`config.mk`:
```
export PLATFORM = sky130hd
export DESIGN_NAME = fq_shadow_retire
export DESIGN_NICKNAME = d
export VERILOG_FILES = /design/src/rtl/lsqr_pkg.sv /design/src/rtl/lsqr_decode.sv /design/src/rtl/lsqr_shadow_window.sv /design/src/rtl/lsqr_entry.sv /design/src/rtl/fq_shadow_retire.sv
export SDC_FILE = /design/constraint.sdc
export NUM_CORES = 1
export LEC_CHECK = 0
export BUFFER_PORTS_ARGS = -buffer_cell sky130_fd_sc_hd__buf_2
export CAP_MARGIN = 15
export CORE_MARGIN = 2
export CORE_UTILIZATION = 35
export CTS_BUF_LIST = sky130_fd_sc_hd__clkbuf_8
export DETAILED_ROUTE_END_ITERATION = 8
export GPL_TIMING_DRIVEN = 0
export HOLD_SLACK_MARGIN = 0.15
export SYNTH_ARGS = -nofsm -noshare
export SYNTH_HDL_FRONTEND = slang
export SYNTH_HIERARCHICAL = 1
export SYNTH_SLANG_ARGS = --single-unit
```
`constraint.sdc`:
```
create_clock -name clk -period 2.7 [get_ports clk]
set_input_delay 0 -clock clk [delete_from_list [all_inputs] [get_ports clk]]
set_output_delay 0 -clock clk [all_outputs]
set_load 0.02 [all_outputs]
```
`src/rtl/lsqr_pkg.sv`:
```
package lsqr_pkg;

    // Width of the per-slot age counter; must hold NORM_LAT + 1.
    localparam int AGE_W = 4;

    // Per-slot bookkeeping carried through the queue.
    typedef struct packed {
        logic             valid;   // slot holds an instruction
        logic             issued;  // instruction is in flight
        logic             shadow;  // issued in the cycle after a load
        logic             dep;     // consumes that load's data
        logic             hit;     // captured load outcome
        logic [AGE_W-1:0] age;     // cycles since issue
    } slot_t;

    // What a slot does in the current cycle.
    typedef enum logic [1:0] {
        DISP_KEEP   = 2'd0,
        DISP_RETIRE = 2'd1,
        DISP_HOLD   = 2'd2,
        DISP_ABORT  = 2'd3
    } disp_e;

    // Decide the disposition of a slot from its state.
    function automatic disp_e classify(slot_t s, int norm_lat);
        logic spec_dep;
        disp_e d;
        spec_dep = s.shadow && s.dep;
        d = DISP_KEEP;
        if (s.valid && s.issued) begin
            if (s.age == AGE_W'(norm_lat)) begin
                if (!spec_dep)   d = DISP_RETIRE;
                else if (s.hit)  d = DISP_HOLD;
                else             d = DISP_ABORT;
            end else if (s.age == AGE_W'(norm_lat + 1)) begin
                if (spec_dep && s.hit) d = DISP_RETIRE;
            end
        end
        return d;
    endfunction

    // Saturating age increment.
    function automatic logic [AGE_W-1:0] age_step(logic [AGE_W-1:0] a);
        return (a == {AGE_W{1'b1}}) ? a : a + 1'b1;
    endfunction

endpackage

```
`src/rtl/lsqr_decode.sv`:
```
module lsqr_decode #(
    parameter int WIDTH = 8,
    localparam int SEL_W = (WIDTH > 1) ? $clog2(WIDTH) : 1
) (
    input  logic             en,
    input  logic [SEL_W-1:0] sel,
    output logic [WIDTH-1:0] onehot
);
    always_comb begin
        onehot = '0;
        for (int i = 0; i < WIDTH; i++) begin
            if (en && (sel == SEL_W'(i))) onehot[i] = 1'b1;
        end
    end
endmodule

```
`src/rtl/lsqr_shadow_window.sv`:
```
module lsqr_shadow_window (
    input  logic clk,
    input  logic rst,
    input  logic load_issue,
    output logic window_open
);
    logic open_q;

    always_ff @(posedge clk) begin
        if (rst) open_q <= 1'b0;
        else     open_q <= load_issue;
    end

    assign window_open = open_q;

    // the shadow never lasts two cycles unless a load issued in each
    assert_window_single_R4: assert property (@(posedge clk) disable iff (rst)
        (open_q && !load_issue) |=> !open_q);
endmodule

```
`src/rtl/lsqr_entry.sv`:
```
module lsqr_entry
    import lsqr_pkg::*;
#(
    parameter int NORM_LAT = 4,
    parameter int RES_LAT  = 4
) (
    input  logic clk,
    input  logic rst,
    input  logic alloc_sel,
    input  logic issue_sel,
    input  logic issue_shadow,
    input  logic issue_dep,
    input  logic load_hit,
    output logic request,
    output logic remove,
    output logic abort
);
    slot_t st_q, st_d;
    disp_e disp;
    logic  take_issue;

    always_comb begin
        disp    = classify(st_q, NORM_LAT);
        remove  = (disp == DISP_RETIRE);
        abort   = (disp == DISP_ABORT);
        request = st_q.valid && (!st_q.issued || abort);
        take_issue = issue_sel && request;
    end

    always_comb begin
        st_d = st_q;
        if (!st_q.valid && alloc_sel) begin
            st_d       = '0;
            st_d.valid = 1'b1;
        end
        if (st_q.valid && st_q.issued) begin
            st_d.age = age_step(st_q.age);
            if (st_q.shadow && st_q.age == AGE_W'(RES_LAT - 1))
                st_d.hit = load_hit;
        end
        case (disp)
            DISP_RETIRE: st_d = '0;
            DISP_ABORT: begin
                st_d.issued = 1'b0;
                st_d.shadow = 1'b0;
                st_d.dep    = 1'b0;
                st_d.hit    = 1'b0;
                st_d.age    = '0;
            end
            default: ;
        endcase
        if (take_issue) begin
            st_d.issued = 1'b1;
            st_d.shadow = issue_shadow;
            st_d.dep    = issue_shadow && issue_dep;
            st_d.hit    = 1'b0;
            st_d.age    = AGE_W'(1);
        end
    end

    always_ff @(posedge clk) begin
        if (rst) st_q <= '0;
        else     st_q <= st_d;
    end

    // a held slot is removed in the following cycle
    assert_hold_then_remove_R6: assert property (@(posedge clk) disable iff (rst)
        (disp == DISP_HOLD) |=> remove);

    // an aborted slot keeps its place and asks for issue again
    assert_abort_requeue_R7: assert property (@(posedge clk) disable iff (rst)
        (abort && !issue_sel) |=> (request && !st_q.issued));

    // a removed slot stops requesting
    assert_remove_frees_R3: assert property (@(posedge clk) disable iff (rst)
        remove |=> !request);

    // an issue outside a shadow never leaves a speculative dependency
    assert_normal_issue_R4: assert property (@(posedge clk) disable iff (rst)
        (take_issue && !issue_shadow) |=> (st_q.issued && !st_q.dep));

    // an issue aimed at a slot already in flight changes nothing in its age
    assert_busy_issue_ignored_R10: assert property (@(posedge clk) disable iff (rst)
        (issue_sel && st_q.issued && disp == DISP_KEEP) |=> (st_q.age != AGE_W'(1)));
endmodule

```
`src/rtl/fq_shadow_retire.sv`:
```
module fq_shadow_retire
    import lsqr_pkg::*;
#(
    parameter int NUM_ENTRIES = 8,
    parameter int NORM_LAT    = 4,
    parameter int RES_LAT     = 4,
    localparam int IDX_W = (NUM_ENTRIES > 1) ? $clog2(NUM_ENTRIES) : 1
) (
    input  logic                   clk,
    input  logic                   rst,
    input  logic                   alloc_vld,
    input  logic [IDX_W-1:0]       alloc_idx,
    input  logic                   issue_vld,
    input  logic [IDX_W-1:0]       issue_idx,
    input  logic                   issue_dep,
    input  logic                   load_issue,
    input  logic                   load_hit,
    output logic [NUM_ENTRIES-1:0] request_mask,
    output logic [NUM_ENTRIES-1:0] remove_mask,
    output logic [NUM_ENTRIES-1:0] abort_mask
);
    if (RES_LAT < 2 || RES_LAT > NORM_LAT || NORM_LAT + 1 >= (1 << AGE_W)) begin : g_bad_cfg
        $error("fq_shadow_retire: latency parameters out of range");
    end

    logic [NUM_ENTRIES-1:0] alloc_oh;
    logic [NUM_ENTRIES-1:0] issue_oh;
    logic                   in_shadow;

    lsqr_decode #(.WIDTH(NUM_ENTRIES)) u_alloc_dec (
        .en(alloc_vld), .sel(alloc_idx), .onehot(alloc_oh)
    );

    lsqr_decode #(.WIDTH(NUM_ENTRIES)) u_issue_dec (
        .en(issue_vld), .sel(issue_idx), .onehot(issue_oh)
    );

    lsqr_shadow_window u_window (
        .clk(clk), .rst(rst), .load_issue(load_issue), .window_open(in_shadow)
    );

    for (genvar g = 0; g < NUM_ENTRIES; g++) begin : g_slot
        lsqr_entry #(.NORM_LAT(NORM_LAT), .RES_LAT(RES_LAT)) u_slot (
            .clk          (clk),
            .rst          (rst),
            .alloc_sel    (alloc_oh[g]),
            .issue_sel    (issue_oh[g]),
            .issue_shadow (in_shadow),
            .issue_dep    (issue_dep),
            .load_hit     (load_hit),
            .request      (request_mask[g]),
            .remove       (remove_mask[g]),
            .abort        (abort_mask[g])
        );
    end

    // only one slot can be aborted per cycle, since one issue per cycle
    assert_single_abort_R7: assert property (@(posedge clk) disable iff (rst)
        $onehot0(abort_mask));

    // no slot is removed and aborted together
    assert_no_remove_abort_R7: assert property (@(posedge clk) disable iff (rst)
        (remove_mask & abort_mask) == '0);

    // outputs are quiet the cycle after reset
    assert_reset_quiet_R1: assert property (@(posedge clk)
        rst |=> (remove_mask == '0 && abort_mask == '0));
endmodule

```
Yosys cells after proc, flatten, opt, wreduce, memory -nomap -nowiden
Index checks and enable logic that the tools add are counted.
Widths: inputs -> output; s select.
- muxes and demuxes: 112
- add/subtract/negate cells: 8
- reduce and logical (&&, ||, !) cells: 163
- eq/ne operators: 78
- operators by type and width (kind ; number):
    $mux 8 ; 24
    $logic_and 1x1->1 ; 73
    $eq 4x3->1 const B ; 16
    $mux 2 ; 32
    $mux 1 ; 40
    $mux 5 ; 8
    $add 4x1->4 const B ; 8
    $eq 4x2->1 const B ; 8
    $eq 4x4->1 const B ; 8
    $mux 4 ; 8
    $ne 4x3->1 const B ; 8
    $reduce_and 2->1 ; 16
    $reduce_bool 4->1 ; 8
    $reduce_or 2->1 ; 16
    $reduce_or 4->1 ; 8
    $eq 3x3->1 const B ; 8
    $reduce_bool 3->1 ; 8
    $eq 2x1->1 const B ; 8
    $eq 2x2->1 const B ; 8
    $logic_not 1->1 ; 16
    $ne 2x2->1 const B ; 8
    $reduce_bool 2->1 ; 8
    $eq 3x2->1 const B ; 4
    $logic_or 1x1->1 ; 8
    other kinds (2) ; 4
- flip-flop bits (word level): 73
- input bits: 13
- output and inout bits: 24

Longest topological paths before layout
Gate-level depths: netlist of the first run.
- word-level depth: 12
- gate-level depth with buffers: 6
- gate-level depth less buffers: 6

Hierarchy
Netlist of the first run, hierarchy kept.
- modules (own cells, without submodules) (module ; area an instance (µm²) ; times used ; cells an instance ; seq. area each (µm²)):
    lsqr_entry ; 583.1 ; 8 ; 64 ; 180.2
    lsqr_decode ; 96.3 ; 2 ; 8 ; 0.0
    lsqr_shadow_window ; 33.8 ; 1 ; 2 ; 20.0

Least setup slack after synthesis of the first run
OpenSTA, ideal clock, no wires.
- kind: register -> output
- start: reg g_slot[0].u_slot/st_q[0] in the netlist's numbering
- end: out remove_mask[0]
- path buffers: 0
- slack: 1.175 ns
- cell stages (with the launch flop): 6
- arrival: 1.525 ns
- cell sequence: dfxtp_1 inv_1 ha_1 and4bb_1 mux2i_4 nor3_1
- cells in the longest elaborated chain, start to end: 5
- ends and longest elaborated chain (item ; line ; source):
    start: declaration ; lsqr_entry.sv:18 ; slot_t st_q, st_d;
    start signal: assignment ; lsqr_entry.sv:63 ; else st_q <= st_d;
    $eq 4x3->1 ; lsqr_pkg.sv:35 ; end else if (s.age == AGE_W'(norm_lat + 1)) begin
    $mux 2 ; lsqr_pkg.sv:35 ;
    $mux 2 * ; lsqr_pkg.sv:31 ; if (s.age == AGE_W'(norm_lat)) begin
    $mux 2 * ; lsqr_pkg.sv:30 ; if (s.valid && s.issued) begin
    $eq 2x1->1 * ; lsqr_entry.sv:24 ; remove = (disp == DISP_RETIRE);
    end: declaration ; fq_shadow_retire.sv:19 ; output logic [NUM_ENTRIES-1:0] remove_mask,
Every way passes the cells marked *; elsewhere a longest branch is shown, timed or not.

Final worst setup path of the first run
- start: reg g_slot[7].u_slot/st_q[0] in the netlist's numbering
- end: out remove_mask[7]
- cells in the longest elaborated chain, start to end: 5
- ends and longest elaborated chain (item ; line):
    start: declaration ; lsqr_entry.sv:18
    start signal: assignment ; lsqr_entry.sv:63
    $eq 4x3->1 ; lsqr_pkg.sv:35
    $mux 2 ; lsqr_pkg.sv:35
    $mux 2 * ; lsqr_pkg.sv:31
    $mux 2 * ; lsqr_pkg.sv:30
    $eq 2x1->1 * ; lsqr_entry.sv:24
Marked as above.

==> run_results.csv, run 1 <==
group,metric,value,unit
floorplanning,start_util,35.5,%
logic_synthesis,synth_top_cell_by_area,"dfxtp_1",
placement,post_dp_cell_area,5300,um^2
cells_and_area,nFillCells,1420,
clock_tree,clockBufferDepth,2,
sta,finalHoldViolCount,0,
floorplanning,rows,43,
sta,whs,180,ps
grt,grt_first_pass_wirelength,19000,um
floorplanning,fp.dieH,122,um
grt,grt.overflow.total,0,
sta,fmax,514,MHz
drt,avgRoutedWirePerCell,14.9,um
drt,drt_iter0_markers,217,
logic_synthesis,syn_nets,567,
critical_path,cp-start-kind,"flop",
cells_and_area,area_delta_synth_final,13.7,%
clock_tree,root_buffer,"clkbuf_8",
clock_tree,clk_latency,360,ps
sta,tightestPinTransition,740,ps
critical_path,reg2reg_depth,6,
drt,wirelength,11400,um
power_and_ir_drop,p_total,2.10,mW
grt,grt_max_degree,34,
clock_tree,clock_sinks,73,
floorplanning,pin_count,37,
logic_synthesis,mappedNetlistArea,4890,um^2
grt,antenna_found_initial,0,
drt,vias_per_cell,5.43,
clock_tree,clkSlewWorstSetupHoldPaths,80,ps
cells_and_area,fin_area,5560,um^2
logic_synthesis,synthTopCellsByArea,"dfxtp_1 30%, mux2i_1 8.2%, ha_1 6.1%, nand3_1 4.1%, mux2i_4 3.7%",
sta,setup_ws,755,ps
placement,dp_cells,746,
logic_synthesis,yosysWarnings,6,
cells_and_area,layout-drive-gt1-share,18.2,%
cells_and_area,instances_no_fill,768,
clock_tree,ctsResizeCount,0,
logic_synthesis,syn_avg_cell_area,9.23,um^2
status,status,"complete, no violations",
cells_and_area,final_util,40.4,%
placement,routabilityCongestion,0.821,
drt,drc,0,
logic_synthesis,synth-seq-cells,73,
floorplanning,core_area,13800,um^2
sta,finalSetupViolCount,0,
clock_tree,cts_buffers,9,
power_and_ir_drop,p_per_area,377,nW/um^2
critical_path,crit_fanout,6,
drt,first_pass_iters,5,
sta,drv_slew,0,
logic_synthesis,synth_edf_count,0,
clock_tree,cts_tree,"yes",
critical_path,end_kind,"primary output",
floorplanning,die_w,122,um
grt,first_global_vias,3982,
clock_tree,postCtsHoldBufs,7,
placement,place_hpwl,8350,um
sta,rsz0062_at_grt,"no",
floorplanning,die-area,14900,um^2
logic_synthesis,yosys_most_used_dff,"dfxtp_1",
clock_tree,cts_setup_buffers,0,
sta,tns,0,ps
placement,io_buffers,36,
job,cap_violations,0,
min_path,min_path_cells,4,
critical_path,cp.arrival,1950,ps
logic_synthesis,synth_cell_types,35,
logic_synthesis,synthArstFlopShare,0,%
sta,min_period,1950,ps
logic_synthesis,synth.yosys.seq_area_share,29.9,%
min_path,hold_class,"in -> reg",
critical_path,cp.required,2700,ps
cells_and_area,fin_nets,621,
grt,grt_use_total,16.0,%
drt,antenna_left,0,
cells_and_area,n_antenna_cell,0,
logic_synthesis,synth_top_area_share,29.9,%
sta,maxSlewHeadroom,50.6,%
logic_synthesis,synthCells,530,
critical_path,crit_type,"reg -> out",
clock_tree,h-tree-depth,3,
power_and_ir_drop,irDropWorstVdd,0.194,mV
power_and_ir_drop,total_leakage_power,2.01,nW
sta,fin_skew,7.49,ps
sta,post-route-period-util,72.1,%
drt,via_count,4169,
placement,dpl_worst_slack,976,ps
[critical path, cell delays in order (launching register included)]
cell      delay [ps]
dfxtp_1          390
inv_1             90
ha_1             210
and4bb_1         330
mux2i_4          110
nor3_1           240
buf_2            210
[flip-flops by register name, summed over array words and instances (netlist names)]
register and cells:
g_slot.u_slot/st_q 72, u_window/window_open 1
[path summary, 6_finish.rpt]
| path | slack, ps | startpoint | end |
|---|---|---|---|
| max | 750 | g_slot[7].u_slot/st_q[0]$_SDFFE_PP0P_ | remove_mask[7] |
| min | 180 | alloc_idx[0] | g_slot[7].u_slot/st_q[8]$_SDFFE_PP0P_ |
| max reg2reg | 970 | g_slot[2].u_slot/st_q[0]$_SDFFE_PP0P_ | g_slot[2].u_slot/st_q[3]$_SDFFE_PP0P_ |
| min reg2reg | 530 | g_slot[0].u_slot/st_q[5]$_SDFFE_PP0P_ | g_slot[0].u_slot/st_q[5]$_SDFFE_PP0P_ |
[cell families after synthesis]
| group | share of synthesized area [%] |
|---|---|
| simple gates | 34.5 |
| buf+inv | 1.84 |
| flops | 29.9 |
| mux | 11.9 |
| fa+ha+maj | 6.14 |
| compound gates | 15.8 |
[layer usage]
metal  vias up  GRT usage (%)  wire, um
met5         -              0         0
met4         0           6.25       172
met3        13           2.88       429
met2        59           26.4      5280
met1      1998           20.7      5550
li1       2099              -         -
[Yosys cell counts (all sizes together) (9+ instances only)]
master	number
ha	24
nor3	24
and3b	16
nand3	48
inv	24
nor2b	9
mux2i	48
a21boi	16
nand2	32
o211ai	24
nor4	16
and4bb	14
nor4b	10
dfxtp	73
nor2	48
o21ai	16
a31oi	16
[cells in the final DEF, fill, tap and decap left out, types with 24 or more instances in the layout]
cell      instances
buf_2            36
dfxtp_1          73
ha_1             24
inv_1            25
mux2i_1          40
nand2_1          24
nand3_1          40
nor2_1           48
nor3_1           24
o211ai_1         24
[report_power, final]
group          total, mW  switching [mW]  internal, mW
Clock              0.876           0.410         0.466
Sequential          1.10          0.0147          1.08
Combinational      0.126          0.0781        0.0481
Total               2.10           0.503          1.60
[cell type report]
class	count	area [um^2]	area share, %
inverter	24	90.1	1.62
sequential	73	1460	26.3
multi-input combinational	433	3340	60.0
tap	180	225	4.05
timing repair buffer	43	250	4.50
clock buffer	11	151	2.72
clock inverter	4	43.8	0.787
Note: power is estimated with default switching activity, not from simulation.
==> run 2, diff against run 1 <==
==> constraint.sdc (replaced) <==
create_clock -name clk -period 1.8 [get_ports clk]
set_input_delay 0 -clock clk [delete_from_list [all_inputs] [get_ports clk]]
set_output_delay 0 -clock clk [all_outputs]
set_load 0.02 [all_outputs]
==> run_results.csv, run 2 (same netlist as run 1, synthesis figures left out) <==
group,metric,value,unit
cells_and_area,largest_reg_flops,72,
power_and_ir_drop,total_leakage_power,2.09,nW
sta,min_period,1740,ps
cells_and_area,multi_input_area,3430,um^2
grt,grt_max_degree,34,
sta,tightestPinTransition,731,ps
critical_path,cp.required,1800,ps
grt,grt.overflow.total,0,
cells_and_area,final_common_cell,"dfxtp_1",
sta,fin_skew,7.37,ps
critical_path,end_kind,"primary output",
sta,finalSetupViolCount,0,
clock_tree,cts_buffers,9,
grt,grt_use_total,16.0,%
clock_tree,h-tree-depth,3,
drt,drt_iter0_markers,226,
cells_and_area,fin_nets,636,
sta,setup_ws,63.4,ps
sta,fmax,576,MHz
sta,tns,0,ps
drt,wirelength,11800,um
cells_and_area,layout-drive-gt1-share,25.9,%
status,status,"complete, no violations",
floorplanning,die-area,14900,um^2
grt,grt_first_pass_wirelength,19100,um
placement,post_dp_cell_area,5300,um^2
floorplanning,rows,43,
placement,place_hpwl,8350,um
grt,first_global_vias,3994,
drt,drc,0,
clock_tree,clockBufferDepth,2,
sta,post-route-period-util,96.5,%
placement,routabilityCongestion,0.821,
min_path,hold_class,"in -> reg",
drt,vias_per_cell,5.44,
drt,via_count,4259,
floorplanning,start_util,35.5,%
floorplanning,core_area,13800,um^2
drt,antenna_left,0,
placement,dpl_worst_slack,76.3,ps
sta,maxSlewHeadroom,51.3,%
clock_tree,clk_latency,360,ps
clock_tree,root_buffer,"clkbuf_8",
placement,io_buffers,36,
cells_and_area,final_cell_mix,"57 x dfxtp_1, 48 x nor2_1, 40 x nand3_1, 40 x mux2i_1, 27 x buf_2",
cells_and_area,area_delta_synth_final,18.8,%
critical_path,crit_fanout,5,
cells_and_area,regArea,1480,um^2
cells_and_area,n_antenna_cell,0,
critical_path,cp.arrival,1740,ps
cells_and_area,fin_area,5810,um^2
sta,finalHoldViolCount,0,
drt,avgRoutedWirePerCell,15.1,um
floorplanning,fp.dieH,122,um
job,cap_violations,0,
sta,drv_slew,0,
critical_path,cp-start-kind,"flop",
drt,first_pass_iters,5,
critical_path,crit_type,"reg -> out",
clock_tree,cts_tree,"yes",
cells_and_area,nFillCells,1397,
cells_and_area,top_register,"g_slot.u_slot/st_q",
clock_tree,clock_sinks,73,
power_and_ir_drop,p_per_area,543,nW/um^2
power_and_ir_drop,irDropWorstVdd,0.298,mV
floorplanning,pin_count,37,
clock_tree,clkSlewWorstSetupHoldPaths,80,ps
grt,antenna_found_initial,0,
floorplanning,die_w,122,um
[run 2: worst max-delay path, cell delays in order, from the launching register on]
cell and delay [ps]:
dfxtp_2 340, inv_1 60, ha_2 180, and4bb_1 290
mux2i_4 100, nor3_2 220, buf_4 180
[run 2: layout make-up]
| cell class | instances | share of cell area [%] |
|---|---|---|
| clock buffer | 11 | 2.61 |
| clock inverter | 4 | 0.754 |
| inverter | 24 | 1.55 |
| multi-input combinational | 433 | 59.0 |
| sequential | 73 | 25.5 |
| tap | 180 | 3.88 |
| timing repair buffer | 58 | 6.70 |
[run 2: final timing paths]
| check | cells after the start | startpoint | endpoint | slack, ps |
|---|---|---|---|---|
| min reg2reg | 2 | g_slot[0].u_slot/st_q[5]$_SDFFE_PP0P_ | g_slot[0].u_slot/st_q[5]$_SDFFE_PP0P_ | 540 |
| max reg2reg | 6 | g_slot[2].u_slot/st_q[0]$_SDFFE_PP0P_ | g_slot[2].u_slot/st_q[3]$_SDFFE_PP0P_ | 110 |
| max | 6 | g_slot[6].u_slot/st_q[0]$_SDFFE_PP0P_ | remove_mask[6] | 60 |
| min | 4 | alloc_idx[0] | g_slot[7].u_slot/st_q[8]$_SDFFE_PP0P_ | 170 |
[run 2: per-layer routing]
layer  global-route usage (%)  wire [um]  vias up
met2                     26.7       5640       64
met5                        0          0        -
li1                         -          -     2128
met4                     5.96        117        0
met3                     2.88        543        6
met1                     20.7       5530     2061
[run 2: power breakdown]
group          total, mW  switching (mW)  internal [mW]
Combinational      0.192           0.118         0.0740
Sequential          1.64          0.0220           1.62
Clock               1.32           0.621          0.699
[run 2: metrics by stage]
step | instances | util, % | power, mW | hold WS, ps
after floorplan | 530 | - | 1.78 | 64.3
after global placement | 746 | 38.5 | 1.86 | 229
after detailed placement | 746 | 38.5 | 1.86 | 232
after CTS | 771 | 41.2 | 3.19 | 162
after global routing | 783 | 42.2 | 3.27 | 212
final | 783 | 42.2 | 3.15 | 170
[run 2: repair_timing]
| action | 4_1_cts | 5_1_grt |
|---|---|---|
| endpoints found under the hold margin | 21 | 0 |
| resized for setup | 29 | 26 |
| hold buffers | 7 | 0 |
| buffers inserted | 3 | 12 |
| endpoints found under the setup margin | 9 | 13 |
| pin swaps | 9 | 12 |
==> run 3, diff against run 2 <==
--- a/config.mk
+++ b/config.mk
@@ -7,12 +7,12 @@
 export LEC_CHECK = 0
 export BUFFER_PORTS_ARGS = -buffer_cell sky130_fd_sc_hd__buf_2
 export CAP_MARGIN = 15
-export CORE_MARGIN = 2
-export CORE_UTILIZATION = 35
+export CORE_UTILIZATION = 55
 export CTS_BUF_LIST = sky130_fd_sc_hd__clkbuf_8
 export DETAILED_ROUTE_END_ITERATION = 8
 export GPL_TIMING_DRIVEN = 0
 export HOLD_SLACK_MARGIN = 0.15
+export PLACE_DENSITY = 0.74
 export SYNTH_ARGS = -nofsm -noshare
 export SYNTH_HDL_FRONTEND = slang
 export SYNTH_HIERARCHICAL = 1
==> run_results.csv, run 3 (same netlist as run 1, synthesis figures left out) <==
group,metric,value,unit
status,status,"complete, no violations",
sta,maxSlewHeadroom,50.4,%
placement,place_hpwl,7780,um
sta,drv_slew,0,
job,cap_violations,0,
critical_path,end_kind,"primary output",
clock_tree,h-tree-depth,3,
cells_and_area,largest_reg_flops,72,
power_and_ir_drop,pwr-share-seq,51.9,%
clock_tree,clockBufferDepth,2,
sta,finalHoldViolCount,0,
cells_and_area,final_cell_mix,"57 x dfxtp_1, 48 x nor2_1, 40 x nand3_1, 40 x mux2i_1, 28 x buf_2",
critical_path,r2r_start,"g_slot[7].u_slot/st_q[0]$_SDFFE_PP0P_",
sta,whs,187,ps
critical_path,reg2reg_to,"g_slot[7].u_slot/st_q[3]$_SDFFE_PP0P_",
min_path,hold_class,"in -> reg",
power_and_ir_drop,combPwrFrac,6.0,%
min_path,min_path_cells,4,
clock_tree,clock_sinks,73,
floorplanning,pin_count,37,
placement,io_buffers,36,
power_and_ir_drop,p_sw,0.730,mW
power_and_ir_drop,p_clk_share,42.1,%
drt,drt_iter0_markers,152,
min_path,min_from,"alloc_vld",
critical_path,crit_fanout,4,
critical_path,cp.arrival,1720,ps
grt,grt_max_degree,34,
sta,min_period,1720,ps
drt,drc,0,
grt,grt_first_pass_wirelength,17600,um
clock_tree,clkSlewWorstSetupHoldPaths,70,ps
power_and_ir_drop,total_leakage_power,2.05,nW
sta,finalSetupViolCount,0,
cells_and_area,layout-drive-gt1-share,24.8,%
placement,dpl_worst_slack,75.4,ps
sta,fmax,581,MHz
drt,vias_per_cell,6.04,
floorplanning,fp.dieH,96.3,um
drt,wirelength,11200,um
sta,setup_ws,78.8,ps
power_and_ir_drop,intPower,2.43,mW
cells_and_area,regArea,1490,um^2
power_and_ir_drop,p_sw_share,23.1,%
floorplanning,start_util,56.4,%
drt,first_pass_iters,4,
floorplanning,die_w,96.3,um
critical_path,reg2reg_depth,6,
drt,avgRoutedWirePerCell,15.9,um
clock_tree,clk_latency,340,ps
cells_and_area,final_util,65.4,%
floorplanning,rows,34,
critical_path,cp-start-kind,"flop",
cells_and_area,multi_input_area,3420,um^2
grt,antenna_found_initial,0,
cells_and_area,area_delta_synth_final,16.0,%
sta,fin_skew,5.75,ps
sta,tns,0,ps
critical_path,cp.required,1800,ps
critical_path,reg2reg_setup_slack,120,ps
sta,post-route-period-util,95.6,%
power_and_ir_drop,p_per_area,557,nW/um^2
critical_path,crit_type,"reg -> out",
cells_and_area,fin_nets,629,
cells_and_area,n_antenna_cell,0,
clock_tree,root_buffer,"clkbuf_8",
clock_tree,cts_tree,"yes",
grt,first_global_vias,3759,
drt,antenna_left,0,
drt,via_count,4258,
floorplanning,die-area,9270,um^2
sta,rsz0062_at_grt,"no",
grt,grt.overflow.total,0,
grt,grt_use_total,24.4,%
clock_tree,cts_buffers,9,
placement,routabilityCongestion,0.850,
cells_and_area,nFillCells,719,
sta,tightestPinTransition,744,ps
floorplanning,core_area,8680,um^2
power_and_ir_drop,irDropWorstVdd,0.405,mV
cells_and_area,top_register,"g_slot.u_slot/st_q",
cells_and_area,final_common_cell,"dfxtp_1",
min_path,min_to,"g_slot[7].u_slot/st_q[8]$_SDFFE_PP0P_",
==> run 3: changes by cell type in the layout (fill, tap and decap cells not counted), moves of 3 or more <==
cell	change
buf_4	-6
a21boi_0	+5
a21boi_1	-5
and3_4	+3
inv_1	+3
==> run 3: how the worst max path moves through the flow <==
| stage | startpoint | endpoint | slack, ps | cells after the start |
|---|---|---|---|---|
| 4_1_cts | g_slot[2].u_slot/st_q[0]$_SDFFE_PP0P_ | remove_mask[2] | 0.9 | 6 |
| 5_1_grt | g_slot[6].u_slot/st_q[0]$_SDFFE_PP0P_ | remove_mask[6] | 3 | 6 |
| 2_1_floorplan | g_slot[0].u_slot/st_q[0]$_SDFFE_PP0P_ | remove_mask[0] | 280 | 5 |
| 6_report | g_slot[1].u_slot/st_q[0]$_SDFFE_PP0P_ | remove_mask[1] | 80 | 6 |
| 3_3_place_gp | g_slot[2].u_slot/st_q[0]$_SDFFE_PP0P_ | g_slot[2].u_slot/st_q[1]$_SDFFE_PP0P_ | 120 | 6 |
| 3_5_place_dp | g_slot[0].u_slot/st_q[0]$_SDFFE_PP0P_ | g_slot[0].u_slot/st_q[1]$_SDFFE_PP0P_ | 80 | 6 |
==> run 3: what timing repair did <==
action | in CTS | in global routing
endpoints found under the setup margin | 8 | 8
buffers inserted | 0 | 9
pin swaps | 7 | 15
hold endpoints to repair | 19 | 0
resized for setup | 14 | 36
hold buffers | 6 | 0
==> run 3: layout make-up <==
class	count	area share, %
multi-input cells	433	60.3
flip-flops and latches	73	26.2
repair buffers	51	5.78
clock buffers	12	2.91
well taps	108	2.38
inverters	24	1.59
clock inverters	4	0.750
==> run 3: stage by stage <==
stage,std cells,power (mW),instance area (um^2)
5_1_grt,705,3.28,5670
3_5_place_dp,674,1.86,5210
2_1_floorplan,530,1.78,4890
6_report,705,3.16,5670
3_3_place_gp,674,1.85,5210
4_1_cts,696,3.20,5510
==> run 3: layer usage <==
metal | vias up | track usage [%] | routed length, um
li1 | 2126 | - | -
met2 | 80 | 40.7 | 5430
met3 | 14 | 5.45 | 416
met4 | 0 | 6.86 | 136
met5 | - | 0 | 0
met1 | 2038 | 31.5 | 5230
==> run 3: worst max-delay path, stage by stage (launching register included) <==
cell	delay, ps
dfxtp_2	340
inv_1	60
ha_1	210
and3b_4	200
and3_4	200
nor3_2	180
buf_4	170
==> run 3: power by group through the flow <==
| stage | clock, mW | sequential, mW | combinational (mW) |
|---|---|---|---|
| floorplan | 0 | 1.68 | 0.102 |
| global placement | 0 | 1.68 | 0.173 |
| detailed placement | 0 | 1.68 | 0.177 |
| CTS | 1.37 | 1.64 | 0.187 |
| global route | 1.43 | 1.64 | 0.206 |
| finish | 1.33 | 1.64 | 0.190 |
